### src/rtl/pe_pkg.sv
`timescale 1ns/1ps
package pe_pkg;
    localparam int NBLK = 7;

    typedef enum logic [2:0] {
        OP_NONE     = 3'd0,
        OP_PGM      = 3'd1,
        OP_ERS_ADD  = 3'd2,
        OP_CHIP_ERS = 3'd3,
        OP_SUSP     = 3'd4,
        OP_RESUME   = 3'd5,
        OP_CLR      = 3'd6
    } op_e;

    typedef enum logic [2:0] {
        S_IDLE  = 3'd0,
        S_WIN   = 3'd1,
        S_ERASE = 3'd2,
        S_SUSP  = 3'd3,
        S_PGM   = 3'd4,
        S_FAIL  = 3'd5
    } st_e;
endpackage

### src/rtl/pe_blk_map.sv
`timescale 1ns/1ps
module pe_blk_map #(
    parameter int ADDR_W   = 18,
    parameter bit BOOT_TOP = 1'b1
) (
    input  logic [ADDR_W-1:0] addr_i,
    output logic [2:0]        blk_o
);
    // top five address bits resolve the smallest (8 KB) sector
    logic [4:0] t;
    assign t = addr_i[ADDR_W-1 -: 5];

    generate
        if (BOOT_TOP) begin : g_top
            always_comb begin
                if (t[4:3] != 2'b11)      blk_o = {1'b0, t[4:3]};
                else if (t[2] == 1'b0)    blk_o = 3'd3;
                else if (t[1] == 1'b1)    blk_o = 3'd6;
                else if (t[0] == 1'b0)    blk_o = 3'd4;
                else                      blk_o = 3'd5;
            end
        end else begin : g_bot
            always_comb begin
                if (t[4:3] != 2'b00)      blk_o = 3'd3 + {1'b0, t[4:3]};
                else if (t[2] == 1'b1)    blk_o = 3'd3;
                else if (t[1] == 1'b0)    blk_o = 3'd0;
                else if (t[0] == 1'b0)    blk_o = 3'd1;
                else                      blk_o = 3'd2;
            end
        end
    endgenerate
endmodule

### src/rtl/pe_status_fmt.sv
`timescale 1ns/1ps
module pe_status_fmt #(
    parameter int DW = 8
) (
    input  logic          pgm_i,
    input  logic          data7_i,
    input  logic          tog6_i,
    input  logic          err_i,
    input  logic          started_i,
    input  logic          tog2_i,
    output logic [DW-1:0] stat_o
);
    always_comb begin
        stat_o    = '0;
        stat_o[7] = pgm_i & ~data7_i;
        stat_o[6] = tog6_i;
        stat_o[5] = err_i;
        stat_o[3] = started_i;
        stat_o[2] = tog2_i;
    end
endmodule

### src/rtl/pe_status_ctrl.sv
`timescale 1ns/1ps
module pe_status_ctrl
    import pe_pkg::*;
#(
    parameter int ADDR_W   = 18,
    parameter int DW       = 8,
    parameter bit BOOT_TOP = 1'b1,
    parameter int PGM_CYC  = 8,
    parameter int ERS_CYC  = 40,
    parameter int WIN_CYC  = 6,
    parameter int TMO_CYC  = 64
) (
    input  logic              clk,
    input  logic              rst_n,
    input  logic              unprot_i,
    input  logic [6:0]        prot_mask_i,
    input  logic              stall_i,
    input  logic              cmd_valid_i,
    input  logic [2:0]        cmd_op_i,
    input  logic [ADDR_W-1:0] cmd_addr_i,
    input  logic [DW-1:0]     cmd_data_i,
    input  logic              rd_i,
    input  logic [ADDR_W-1:0] rd_addr_i,
    input  logic [DW-1:0]     array_data_i,
    output logic              rd_oe_o,
    output logic [DW-1:0]     rd_data_o,
    output logic              ready_o,
    output logic              arr_we_o,
    output logic [ADDR_W-1:0] arr_waddr_o,
    output logic [DW-1:0]     arr_wdata_o,
    output logic              arr_ers_o,
    output logic [6:0]        arr_ers_mask_o
);
    localparam int TW = $clog2(TMO_CYC + 1);
    localparam int WW = $clog2(WIN_CYC + 1);

    typedef struct packed {
        st_e               st;
        logic [TW-1:0]     etmr;
        logic [TW-1:0]     ptmr;
        logic [WW-1:0]     win;
        logic [NBLK-1:0]   mask;
        logic [NBLK-1:0]   emask;
        logic [ADDR_W-1:0] paddr;
        logic [DW-1:0]     pdata;
        logic [2:0]        pblk;
        logic              pgm;
        logic              back_susp;
        logic              started;
        logic              err;
        logic              tog6;
        logic              tog2;
        logic              we;
        logic              ers;
    } ctl_t;

    ctl_t q, d;

    logic [2:0]      cblk, rblk;
    logic [NBLK-1:0] avail;
    logic            allow_c, busy, in_set, stat_rd;
    op_e             op;
    logic [DW-1:0]   stat;

    pe_blk_map #(.ADDR_W(ADDR_W), .BOOT_TOP(BOOT_TOP)) i_cmap (.addr_i(cmd_addr_i), .blk_o(cblk));
    pe_blk_map #(.ADDR_W(ADDR_W), .BOOT_TOP(BOOT_TOP)) i_rmap (.addr_i(rd_addr_i),  .blk_o(rblk));

    pe_status_fmt #(.DW(DW)) i_fmt (
        .pgm_i(q.pgm), .data7_i(q.pdata[7]), .tog6_i(q.tog6), .err_i(q.err),
        .started_i(q.started), .tog2_i(q.tog2), .stat_o(stat)
    );

    assign op      = op_e'(cmd_op_i);
    assign avail   = ~prot_mask_i | {NBLK{unprot_i}};
    assign allow_c = avail[cblk];
    assign busy    = (q.st == S_WIN) || (q.st == S_ERASE) || (q.st == S_PGM) || (q.st == S_FAIL);
    assign in_set  = q.mask[rblk];
    assign stat_rd = rd_i && (busy || (q.st == S_SUSP && in_set));

    always_comb begin
        d     = q;
        d.we  = 1'b0;
        d.ers = 1'b0;
        if (stat_rd) begin
            if (busy)   d.tog6 = ~q.tog6;
            if (in_set) d.tog2 = ~q.tog2;
        end
        case (q.st)
            S_IDLE: if (cmd_valid_i) begin
                if (op == OP_PGM && allow_c) begin
                    d.st = S_PGM; d.ptmr = '0; d.paddr = cmd_addr_i; d.pdata = cmd_data_i;
                    d.pblk = cblk; d.pgm = 1'b1; d.back_susp = 1'b0;
                end else if (op == OP_ERS_ADD && allow_c) begin
                    d.st = S_WIN; d.win = '0; d.mask = NBLK'(1) << cblk;
                end else if (op == OP_CHIP_ERS && avail != '0) begin
                    d.st = S_ERASE; d.etmr = '0; d.mask = avail; d.started = 1'b1;
                end
            end
            S_WIN: begin
                if (cmd_valid_i && op == OP_ERS_ADD && allow_c) begin
                    d.mask = q.mask | (NBLK'(1) << cblk);
                    d.win  = '0;
                end else if (q.win == WW'(WIN_CYC - 1)) begin
                    d.st = S_ERASE; d.etmr = '0; d.started = 1'b1;
                end else begin
                    d.win = q.win + 1'b1;
                end
            end
            S_ERASE: begin
                if (cmd_valid_i && op == OP_SUSP) begin
                    d.st = S_SUSP;
                end else if (!stall_i && q.etmr == TW'(ERS_CYC - 1)) begin
                    d.ers = 1'b1; d.emask = q.mask; d.mask = '0;
                    d.started = 1'b0; d.st = S_IDLE;
                end else if (q.etmr == TW'(TMO_CYC - 1)) begin
                    d.st = S_FAIL; d.err = 1'b1;
                end else begin
                    d.etmr = q.etmr + 1'b1;
                end
            end
            S_SUSP: if (cmd_valid_i) begin
                if (op == OP_RESUME) begin
                    d.st = S_ERASE;
                end else if (op == OP_PGM && allow_c && !q.mask[cblk]) begin
                    d.st = S_PGM; d.ptmr = '0; d.paddr = cmd_addr_i; d.pdata = cmd_data_i;
                    d.pblk = cblk; d.pgm = 1'b1; d.back_susp = 1'b1;
                end
            end
            S_PGM: begin
                if (!stall_i && q.ptmr == TW'(PGM_CYC - 1)) begin
                    d.we = 1'b1; d.pgm = 1'b0;
                    d.st = q.back_susp ? S_SUSP : S_IDLE;
                end else if (q.ptmr == TW'(TMO_CYC - 1)) begin
                    d.st = S_FAIL; d.err = 1'b1;
                end else begin
                    d.ptmr = q.ptmr + 1'b1;
                end
            end
            S_FAIL: if (cmd_valid_i && op == OP_CLR) d = '0;
            default: d = '0;
        endcase
    end

    always_ff @(posedge clk or negedge rst_n) begin
        if (!rst_n) q <= '0;
        else        q <= d;
    end

    assign ready_o        = !busy;
    assign rd_oe_o        = rst_n && rd_i;
    assign rd_data_o      = !rd_oe_o ? '0 : (stat_rd ? stat : array_data_i);
    assign arr_we_o       = q.we;
    assign arr_waddr_o    = q.paddr;
    assign arr_wdata_o    = q.pdata;
    assign arr_ers_o      = q.ers;
    assign arr_ers_mask_o = q.emask;

    // a program to a locked sector while idle leaves the block ready
    a_r4_locked_pgm_ignored: assert property (@(posedge clk) disable iff (!rst_n)
        (cmd_valid_i && op == OP_PGM && q.st == S_IDLE && !allow_c) |=> ready_o);

    // no program commit ever lands in a sector of the pending erase set
    a_r10_no_write_in_set: assert property (@(posedge clk) disable iff (!rst_n)
        arr_we_o |-> !q.mask[q.pblk]);

    // a failed operation holds until the clearing instruction
    a_r11_fail_sticky: assert property (@(posedge clk) disable iff (!rst_n)
        (q.st == S_FAIL && !(cmd_valid_i && op == OP_CLR)) |=> (!ready_o && q.err));

    // the commit strobe is a single cycle
    a_r3_we_single: assert property (@(posedge clk) disable iff (!rst_n)
        arr_we_o |=> !arr_we_o);

    // an erase commit always names at least one sector
    a_r9_ers_nonempty: assert property (@(posedge clk) disable iff (!rst_n)
        arr_ers_o |-> (arr_ers_mask_o != '0));
endmodule

### config.mk
export PLATFORM = sky130hd
export DESIGN_NAME = pe_status_ctrl
export DESIGN_NICKNAME = d
export VERILOG_FILES = /design/src/rtl/pe_pkg.sv /design/src/rtl/pe_blk_map.sv /design/src/rtl/pe_status_fmt.sv /design/src/rtl/pe_status_ctrl.sv
export SDC_FILE = /design/constraint.sdc
export NUM_CORES = 1
export LEC_CHECK = 0
export ABC_AREA = 1
export BUFFER_PORTS_ARGS = -buffer_cell sky130_fd_sc_hd__buf_2
export CELL_PAD_IN_SITES_DETAIL_PLACEMENT = 1
export CELL_PAD_IN_SITES_GLOBAL_PLACEMENT = 1
export CORE_MARGIN = 2
export CORE_UTILIZATION = 35
export CTS_CLUSTER_DIAMETER = 30
export DETAILED_ROUTE_END_ITERATION = 12
export PLACE_DENSITY = 0.75
export SYNTH_ARGS = -nofsm -noshare
export SYNTH_HDL_FRONTEND = slang
export SYNTH_SLANG_ARGS = --single-unit
### constraint.sdc
create_clock -name clk -period 2.8 [get_ports clk]
set_clock_uncertainty 0.1 [all_clocks]
set_input_delay 0.42 -clock clk [delete_from_list [all_inputs] [get_ports clk]]
set_output_delay 0.42 -clock clk [all_outputs]
set_load 0.05 [all_outputs]
# Word-level counts from Yosys, hierarchy flattened
# Cells that the tools add are included.
# Widths: inputs -> output; s select.
# classes
reduce_logical,39
bitwise,13
n_shift,1
addsub,3
n_eq_ne,46
magnitude_cmp,2
n_mux,89
# op_table
op,count
$mux 31,4
$pmux 29 s4,1
$pmux 7 s5,3
$mux 7,14
$mux 71,1
$mux 3,19
$mux 10,4
$mux 32,1
$ne 2x2->1 const B,16
$mux 14,2
$mux 27,1
$eq 7x6->1 const B,3
$mux 1,21
$pmux 7 s3,1
$eq 3x3->1 const B,6
$pmux 3 s6,1
$reduce_and 9->1,2
$mux 8,2
$ne 2x1->1 const B,8
$reduce_and 8->1,2
$add 7x1->7 const B,2
$or 7x7->7,2
$reduce_and 7->1,2
$logic_and 1x1->1,13
other kinds (32),62
# totals
out_inout_bits,45
register_bits,68
wordCells,209
input_bits,68

# Depth between registers and ports, before layout
# Gate-level depths: netlist of run 1.
# depth
word_depth,12
depth_mapped,15
ltp_nobuf,15

# Cells and area by module
# Synthesis of run 1 repeated with hierarchy kept, for this count alone.
# hier_totals
hier_cells,714
hier_area_um2,4790.8
# by_module_without_submodules
module,cells_per_inst,area_each_um2,seq_area_each_um2,instances
pe_status_ctrl,686,4639.4,1701.6,1
pe_blk_map,9,42.5,0.0,2
pe_status_fmt,10,66.3,0.0,1

# Worst setup path after synthesis of run 1
# Ideal clock, no wire load.
# synth_path
kind,flip-flop to output port
from,reg q[68] in the netlist's numbering
to,out rd_data_o[2]
required_time_ps,2280
n_path_buf,0
arrival_ps,3431
setup_slack_ps,-1151
path_stages_with_launch,12
cell_sequence,dfrtp_1 > inv_2 > nor2_1 > inv_2 > nor2_2 > inv_2 > nand2_1 > nor3_1 > nand2_1 > nand2_1 > inv_2 > a21oi_1
# synth_via
elab_chain_cells,8
elab_cells_between_ends,13
cone_classes,eq/ne: 5; mux: 2; reduce/logical: 6
# synth_lines
item,line,rtl
"start, declared",pe_status_ctrl.sv:57,"ctl_t q, d;"
"start signal, assigned",pe_status_ctrl.sv:145,if (!rst_n) q <= '0;
"start signal, assigned",pe_status_ctrl.sv:146,else q <= d;
$eq 3x1->1 or $eq 3x2->1 (tied branches),pe_status_ctrl.sv:76,assign busy = (q.st == S_WIN) || (q.st == S_ERASE) || (q.st == S_PGM) || (q.st == S_FAIL);
$logic_or 1x1->1 (3 in series),pe_status_ctrl.sv:76,
$logic_or 1x1->1 *,pe_status_ctrl.sv:78,assign stat_rd = rd_i && (busy || (q.st == S_SUSP && in_set));
$logic_and 1x1->1 *,pe_status_ctrl.sv:78,
$mux 8 * (2 in series),pe_status_ctrl.sv:151,assign rd_data_o = !rd_oe_o ? '0 : (stat_rd ? stat : array_data_i);
"end, declared",pe_status_ctrl.sv:26,"output logic [DW-1:0] rd_data_o,"
# Mark *: on every way between the ends. The rest lies on a longest branch, timed or not.

# Worst setup path in the final report of run 1
# layout_path
from,reg q[70] in the netlist's numbering
to,out rd_data_o[7]
# The elaborated chain is that of the path after synthesis.

==> results of run 1 <==
## synth_stat cells, drive strengths merged (2+ instances only)
cell type,count,area [um2]
nand3,38,203
o211ai,3,22.5
nor2,47,186
clkinv,2,7.51
clkbuf,5,18.8
nand4,14,87.6
nand3b,4,42.5
nor3,18,128
o22ai,2,12.5
ha,4,50.1
dfrtp,68,1700
o21ai,78,503
nor4,4,25.0
nand2,185,729
xor2,2,17.5
or2,2,12.5
a21boi,2,26.3
buf,41,319
inv,60,225
a21oi,21,105
## cell usage in the layout, fill, tap and decap left out, types with 4 or more instances in the layout
master,count
inv_2,10
buf_2,95
inv_1,50
nor3_1,11
nand2_4,4
nor3_2,4
a21oi_1,18
clkbuf_16,9
nor2_1,42
clkbuf_1,4
nand4_1,14
o21ai_0,31
dfrtp_1,66
ha_1,4
nand2_1,178
nor4_1,4
buf_4,19
o21ai_1,19
nand3_1,37
o21ai_2,27
## cell families (layout without fill, tap and decap cells)
group,count (synthesis),in the layout,share of synthesized area (%)
AND/OR/NAND/NOR,312,312,31.7
AO/OA/AOI/OAI,109,109,15.5
buffers and inverters,108,193,12.8
flip-flops,68,68,38.2
adder cells (fa/ha/maj),4,4,1.12
XOR/XNOR,3,3,0.590
## power groups by stage
| stage | logic (mW) | registers (mW) | clock network, mW |
|---|---|---|---|
| 2_1_floorplan | 2.95 | 1.47 | 0 |
| 3_3_place_gp | 3.41 | 1.52 | 0 |
| 3_5_place_dp | 3.51 | 1.54 | 0 |
| 4_1_cts | 3.53 | 1.53 | 1.21 |
| 5_1_grt | 3.86 | 1.58 | 1.26 |
| 6_report | 3.51 | 1.53 | 1.18 |
## cell type report
class	count	area (um2)
fillers	1626	7190
multi-input cells	428	2220
flip-flops and latches	68	1700
repair buffers	116	649
clock buffers	13	240
inverters	62	233
well taps	172	215
clock inverters	2	60.1
## worst max-delay path by stage
stage,to,slack (ps),depth (start not counted)
after floorplan,rd_data_o[2],-70,11
after global placement,q[45],280,16
after detailed placement,q[55],210,14
after CTS,rd_data_o[3],2,11
after global routing,rd_data_o[7],-20,13
final,rd_data_o[7],150,12
## through the flow
| stage | setup TNS (ps) | area [um2] |
|---|---|---|
| CTS | 0 | 5310 |
| floorplan | -371 | 4480 |
| global route | -19.8 | 5330 |
| global placement | 0 | 4990 |
| finish | 0 | 5330 |
| detailed placement | 0 | 4990 |
## layer usage
| layer | global-route usage, % | part of all wire (%) | vias up |
|---|---|---|---|
| li1 | - | - | 2105 |
| met1 | 23.5 | 43 | 2044 |
| met2 | 35.4 | 51 | 81 |
| met3 | 3.55 | 3.4 | 22 |
| met4 | 8.08 | 2.1 | 0 |
| met5 | 0 | 0 | - |
## flip-flops by register name (all words and copies together), names as in the netlist
register        count
arr_ers_mask_o      7
arr_ers_o           1
arr_waddr_o        18
arr_wdata_o         8
arr_we_o            1
q                  33
## critical path, delay by kind of cell, from the launching register on
family	cells	cell delay (ps)
DFF	1	460
and+or+nand+nor	8	880
buffers and inverters	4	450
==> qor.yml, run 1 <==
outcome: "finished clean"
syn-cell-area_um2: 4450
hold_buffers: 0
pre_cts_ws_ps: 207
startpoint: "q[70]"
die_x_um: 117
drv_cap: 0
ctsResizeCount: 5
place_congestion: 0.899
vias_per_cell: 4.94
power.density_nw_per_um2: 1170
r2r_cells: 12
arrival_ps: 2130
first_iter_violations: 193
cp_cell_sequence: "nor2_4, inv_2, nor2_2, inv_2, nand2_1, nor3_4, nand2_2, nand2_1, inv_2, nor2_1, nor2_2, buf_6"
final_cells: 861
gr-total-overflow: 0
antenna_found_initial: 0
power_mw: 6.23
wl_per_cell_um: 14.9
p_leak_nw: 2.69
grt_usage_pct: 19.8
synth_edf_count: 0
final_util_pct: 42.6
critPathSlowestCell: "dfrtp_2"
core_area_um2: 12500
cpMostUsedCell: "inv_2"
start_kind: "flop"
synth-seq-cells: 68
seq_area_frac_synth_pct: 38.2
setup_viol: 0
critical_path.max_fanout: 9
io_pins: 113
clock_power_share_pct: 19.0
intPower_mw: 3.08
drtPass1Iterations: 4
ctsHtreeMaxLevel: 3
syn2layout_area_growth_pct: 19.6
slew_viol_final: 0
rrSetupSlack_ps: 450
numCtsBuffers: 9
finalWirelength_um: 12800
finalCritPeriodShare_pct: 94.8
hold_ws_ps: 68.5
drc: 0
fin_crit_ps: 2650
criticalPathCategory: "flop to output port"
tritoncts: "done"
worstSetupEndpointType: "output port"
clock_sinks: 68
path_clk_slew_ps: 50
ir_drop_mv: 0.421
dieArea_um2: 13600
drive_gt1_share_pct: 28.0
switching_share_pct: 50.6
hold_viol_final: 0
rows: 41
initial_core_util_pct: 35.6
post-cts-setup-buffers: 0
p_switching_mw: 3.15
r2r-start: "q[61]"
timing.fmax_mhz: 377
port_buffers: 99
final_nets: 757
yosys_warnings: 0
tightest_slew_ps: 574
required_ps: 2280
grt_pass1_wl_um: 21000
slowest_delay_ps: 460
ant_nets: 0
dpl.hpwl_um: 9930
cts_buffer_depth: 2
grt_pass1_vias: 4442
insertion_delay_ps: 340
ys_types: 40
grt_max_degree: 55
grt_setup_unrepaired: "yes"
r2r_end: "q[45]"
syn_inst: 604
synth_async_sr_flop_share_pct: 100
seqPwrFrac_pct: 24.6
ys.flop_type: "dfrtp_1"
dp_cells: 846
die_h_um: 117
slew_headroom_pct: 61.7
syn_nets: 676
num_antenna_cells: 0
finalWorstSetupSlack_ps: 147
root_buffer: "clkbuf_16"
comb_power_share_pct: 56.4
hold_class: "input port to asynchronous set/reset pin"
syn_area_per_cell_um2: 7.37
num_vias: 4252
Power figures use the tool's default switching activity.
==> inputs of run 2 (changes only) <==
Settings changed: ABC_AREA 1 to not set, PLACE_DENSITY 0.75 to 0.72.
==> qor.yml, run 2 <==
synth_edf_count: 0
final_cells: 878
syn_area_per_cell_um2: 8.38
hold_class: "input port to flop"
grt_pass1_vias: 4940
pre_cts_ws_ps: -44.8
final_util_pct: 44.5
numCtsBuffers: 9
cts_buffer_depth: 2
die_x_um: 122
start_kind: "input port"
critical_path.max_fanout: 5
grt_pass1_wl_um: 24700
drc: 0
final_nets: 765
num_vias: 4758
intPower_mw: 3.60
synth_top_area_share_pct: 34.8
place_congestion: 0.945
grt_usage_pct: 20.9
syn2layout_area_growth_pct: 25.2
criticalPathCategory: "input port to output port"
yosys_warnings: 0
final_cell_mix: "buf_2 (92), nand2_1 (71), dfrtp_1 (68)"
layout_commonest_cell: "buf_2"
synth_largest_area_cell: "dfrtp_1"
initial_core_util_pct: 35.5
gr-total-overflow: 0
dpl.hpwl_um: 11600
fin_crit_ps: 2750
outcome: "finished clean"
ant_nets: 0
slew_headroom_pct: 39.4
switching_share_pct: 47.8
grt_max_degree: 68
slew_viol_final: 0
tritoncts: "done"
synth_compound_area_share_pct: 23.6
critPathSlowestCell: "a211o_1"
drive_gt1_share_pct: 28.4
synthAdderAreaFrac_pct: 1.02
syn-cell-area_um2: 4890
synth_area_leaders: "dfrtp_1 (35%), mux2i_1 (7.0%), nand2_1 (5.4%), buf_4 (5.4%), inv_1 (4.0%)"
seqPwrFrac_pct: 22.7
clock_sinks: 68
place_area_um2: 5740
ys.flop_type: "dfrtp_1"
syn_inst: 584
clock_power_share_pct: 19.2
muxShareOfSynthArea_pct: 7.64
rows: 43
syn_nets: 656
setup_viol: 0
comb_power_share_pct: 58.1
die_h_um: 122
yosysMostFrequentCell: "nand2_1"
p_switching_mw: 3.29
hold_viol_final: 0
path_clk_slew_ps: 60
finalWirelength_um: 15300
finalCritPeriodShare_pct: 98.2
first_iter_violations: 291
yosys.area_share.simple_pct: 21.0
cp_cell_sequence: "buf_2, nand2_1, o21ai_0, a211oi_1, a211o_1, buf_4, a41o_1, nand2_1, o211a_1, buf_2"
timing.fmax_mhz: 364
insertion_delay_ps: 330
synthXorXnorAreaFrac_pct: 0.179
p_leak_nw: 3.13
arrival_ps: 2230
synth_top_family_by_area: "compound AO/OA/AOI/OAI gates"
largest_reg_flops: 33
tightest_slew_ps: 909
ys_types: 76
drtPass1Iterations: 4
ir_drop_mv: 0.519
power.density_nw_per_um2: 1120
synth_async_sr_flop_share_pct: 100
drv_cap: 0
wl_per_cell_um: 17.4
num_antenna_cells: 0
ctsHtreeMaxLevel: 3
synthTopCellsByCount: "nand2_1 (71), dfrtp_1 (68), inv_1 (52), buf_4 (35), mux2i_1 (34)"
worstSetupEndpointType: "output port"
port_buffers: 99
io_pins: 113
power_mw: 6.88
largest_register: "q"
core_area_um2: 13800
dieArea_um2: 14900
slowest_delay_ps: 370
finalInstanceArea_um2: 6130
seq_area_frac_synth_pct: 34.8
finalWorstSetupSlack_ps: 49.5
antenna_found_initial: 0
synth-seq-cells: 68
root_buffer: "clkbuf_16"
dp_cells: 860
vias_per_cell: 5.42
required_ps: 2280
fill_cells: 1702
## run 2: changes by cell type after synthesis, sizes merged, moves of 12 or more
cell / change
o21ai: -51
nor2: -15
nor2b: +14
nand2: -114
clkbuf: +13
mux2i: +34
nand3: -12
## run 2: per-layer routing
metal  GRT usage, %  part of all wire, %
met2           35.7                   48
met1           26.9                   45
met5              0                    0
met4           6.68                  1.9
met3           3.58                  5.8
## run 2: stage by stage
step           hold slack [ps]  TNS [ps]
2_1_floorplan             24.4         0
3_3_place_gp               121     -28.8
3_5_place_dp               124     -46.9
4_1_cts                    220         0
5_1_grt                    224     -95.3
6_report                   226         0
## run 2: logic make-up after synthesis
family / Yosys count
AOI/OAI and AO/OA: 156
xor gates and xnor gates: 1
adders and majority gates: 4
buffers and inverters: 114
DFF: 68
muxes: 37
and+or+nand+nor: 204
## run 2: timing repair
action / in CTS / in global routing
setup endpoints to repair: 4 / 9
hold endpoints to repair: 1 / 0
setup buffers: 0 / 1
pin swaps: 0 / 1
resized for setup: 4 / 8
hold buffers: 1 / 0
## run 2: layout make-up
type | count | area, um2 | area share [%]
multi-input cells | 402 | 2670 | 43.6
clock inverters | 6 | 113 | 1.84
flip-flops and latches | 68 | 1700 | 27.8
inverters | 53 | 199 | 3.25
repair buffers | 159 | 986 | 16.1
clock buffers | 10 | 229 | 3.74
well taps | 180 | 225 | 3.68
## run 2: final timing paths
kind                          startpoint           endpoint  slack [ps]  cells after the start
max in group asynchronous          rst_n              q[59]        1190                      3
min                        cmd_addr_i[0]     arr_waddr_o[0]         230                      3
min in group asynchronous          rst_n  arr_ers_mask_o[4]         310                      2
max                        rd_addr_i[16]       rd_data_o[6]          50                     10
max reg2reg                        q[61]              q[49]         150                      8
min reg2reg                        q[67]              q[67]         390                      1
## run 2: power by group through the flow
stage | Combinational, mW | Sequential [mW] | Clock, mW
2_1_floorplan | 3.09 | 1.49 | 0
3_3_place_gp | 3.85 | 1.56 | 0
3_5_place_dp | 3.98 | 1.57 | 0
4_1_cts | 4.00 | 1.56 | 1.35
5_1_grt | 4.34 | 1.61 | 1.40
6_report | 4.00 | 1.56 | 1.32
## run 2: worst max-delay path: cells and delay by family
family	cells	cell delay, ps
buffers and inverters	3	550
AOI/OAI and AO/OA	5	1120
and+or+nand+nor	2	130
==> inputs of run 3 (changes only) <==
Settings changed: CORE_UTILIZATION 35 to 40, PLACE_DENSITY 0.72 to 0.8.
==> qor.yml, run 3 (same netlist as run 2, synthesis figures left out) <==
outcome: "finished clean"
multiInputGateArea_um2: 2700
r2r_cells: 7
r2r_end: "q[49]"
wl_per_cell_um: 18.3
gr-total-overflow: 0
numCtsBuffers: 9
grt_setup_unrepaired: "yes"
ant_nets: 0
syn2layout_area_growth_pct: 20.8
dp_cells: 807
ctsHtreeMaxLevel: 3
dieArea_um2: 13100
slew_headroom_pct: 60.7
hold_class: "input port to asynchronous set/reset pin"
hold_ws_ps: 132
hold_viol_final: 0
setup_tns_ps: 0
largest_register: "q"
required_ps: 2280
place_congestion: 0.920
timing.fmax_mhz: 366
insertion_delay_ps: 340
num_vias: 4721
criticalPathCategory: "input port to output port"
grt_max_degree: 39
path_clk_slew_ps: 60
rows: 40
finalInstanceArea_um2: 5910
setup_viol: 0
worstSetupEndpointType: "output port"
die_h_um: 115
final_cells: 823
cts_buffer_depth: 2
layout_commonest_cell: "buf_2"
final_nets: 743
drc: 0
place_area_um2: 5550
core_area_um2: 12000
dpl.hpwl_um: 11200
critical_path.max_fanout: 8
tightest_slew_ps: 589
largest_reg_flops: 33
drive_gt1_share_pct: 26.9
rrSetupSlack_ps: 130
fill_cells: 1485
grt_usage_pct: 23.9
vias_per_cell: 5.74
drv_cap: 0
initial_core_util_pct: 40.9
first_iter_violations: 264
ir_drop_mv: 0.621
power.density_nw_per_um2: 1120
drtPass1Iterations: 4
io_pins: 113
final_cell_mix: "buf_2 (91), nand2_1 (70), dfrtp_1 (68)"
port_buffers: 99
grt_pass1_vias: 4939
r2r-start: "q[64]"
tritoncts: "done"
antenna_found_initial: 0
power_mw: 6.64
fin_crit_ps: 2730
num_antenna_cells: 0
die_x_um: 115
slew_viol_final: 0
root_buffer: "clkbuf_16"
clock_sinks: 68
grt_pass1_wl_um: 24800
finalWirelength_um: 15000
ff_latch_area_um2: 1700
finalCritPeriodShare_pct: 97.6
arrival_ps: 2210
p_leak_nw: 3.01
start_kind: "input port"
post-cts-setup-buffers: 0
[run 3: cell types whose count changed in the layout (fill, tap and decap cells not counted), sizes merged]
cell | before | now
buf | 156 | 137
bufinv | 3 | 1
clkbuf | 12 | 10
clkinvlp | 0 | 2
dlygate4sd3 | 1 | 0
[run 3: through the flow]
step,setup slack (ps),util [%]
global route,-28.9,49.4
global placement,-36.7,46.4
CTS,1.80,49.1
detailed placement,-120,46.4
finish,66.8,49.4
floorplan,35.5,-
[run 3: power by group]
group          internal [mW]  switching [mW]
Sequential              1.31           0.253
Clock                  0.711           0.443
Combinational           1.35            2.58
Total                   3.37            3.27
[run 3: worst max-delay path by stage]
stage | to | startpoint
after global routing | rd_data_o[2] | rd_addr_i[13]
after floorplan | rd_data_o[0] | rd_addr_i[13]
after detailed placement | rd_data_o[7] | rd_addr_i[14]
after CTS | rd_data_o[5] | rd_addr_i[14]
final | rd_data_o[5] | rd_addr_i[13]
after global placement | rd_data_o[7] | rd_addr_i[14]
[run 3: what timing repair did]
item                       in CTS  in global routing
setup endpoints to repair       8                  8
resized for setup               8                 16
hold buffers                    0                  0
pin swaps                       1                  3
cloned                          0                  0
[run 3: area by class of cell]
| type | count | share of cell area (%) |
|---|---|---|
| Timing Repair Buffer | 137 | 13.9 |
| Multi-Input combinational cell | 402 | 45.7 |
| Tap cell | 147 | 3.11 |
| Sequential cell | 68 | 28.8 |
| Clock buffer | 10 | 4.04 |
| Inverter | 53 | 3.37 |
| Clock inverter | 6 | 1.08 |
[run 3: routing by layer]
metal  GRT usage [%]  share of wire [%]
met1            30.5                 44
met5               0                  0
met3            3.44                4.6
met2            41.0                 49
met4            8.86                1.9
[run 3: critical path, cell delays in order]
cell     delay, ps
buf_2           90
nor2b_2        150
o21ai_1        120
buf_4          150
mux2i_1         70
a211o_1        360
buf_4          210
a21oi_2        150
a21oi_1         90
o211a_1        210
buf_4          180
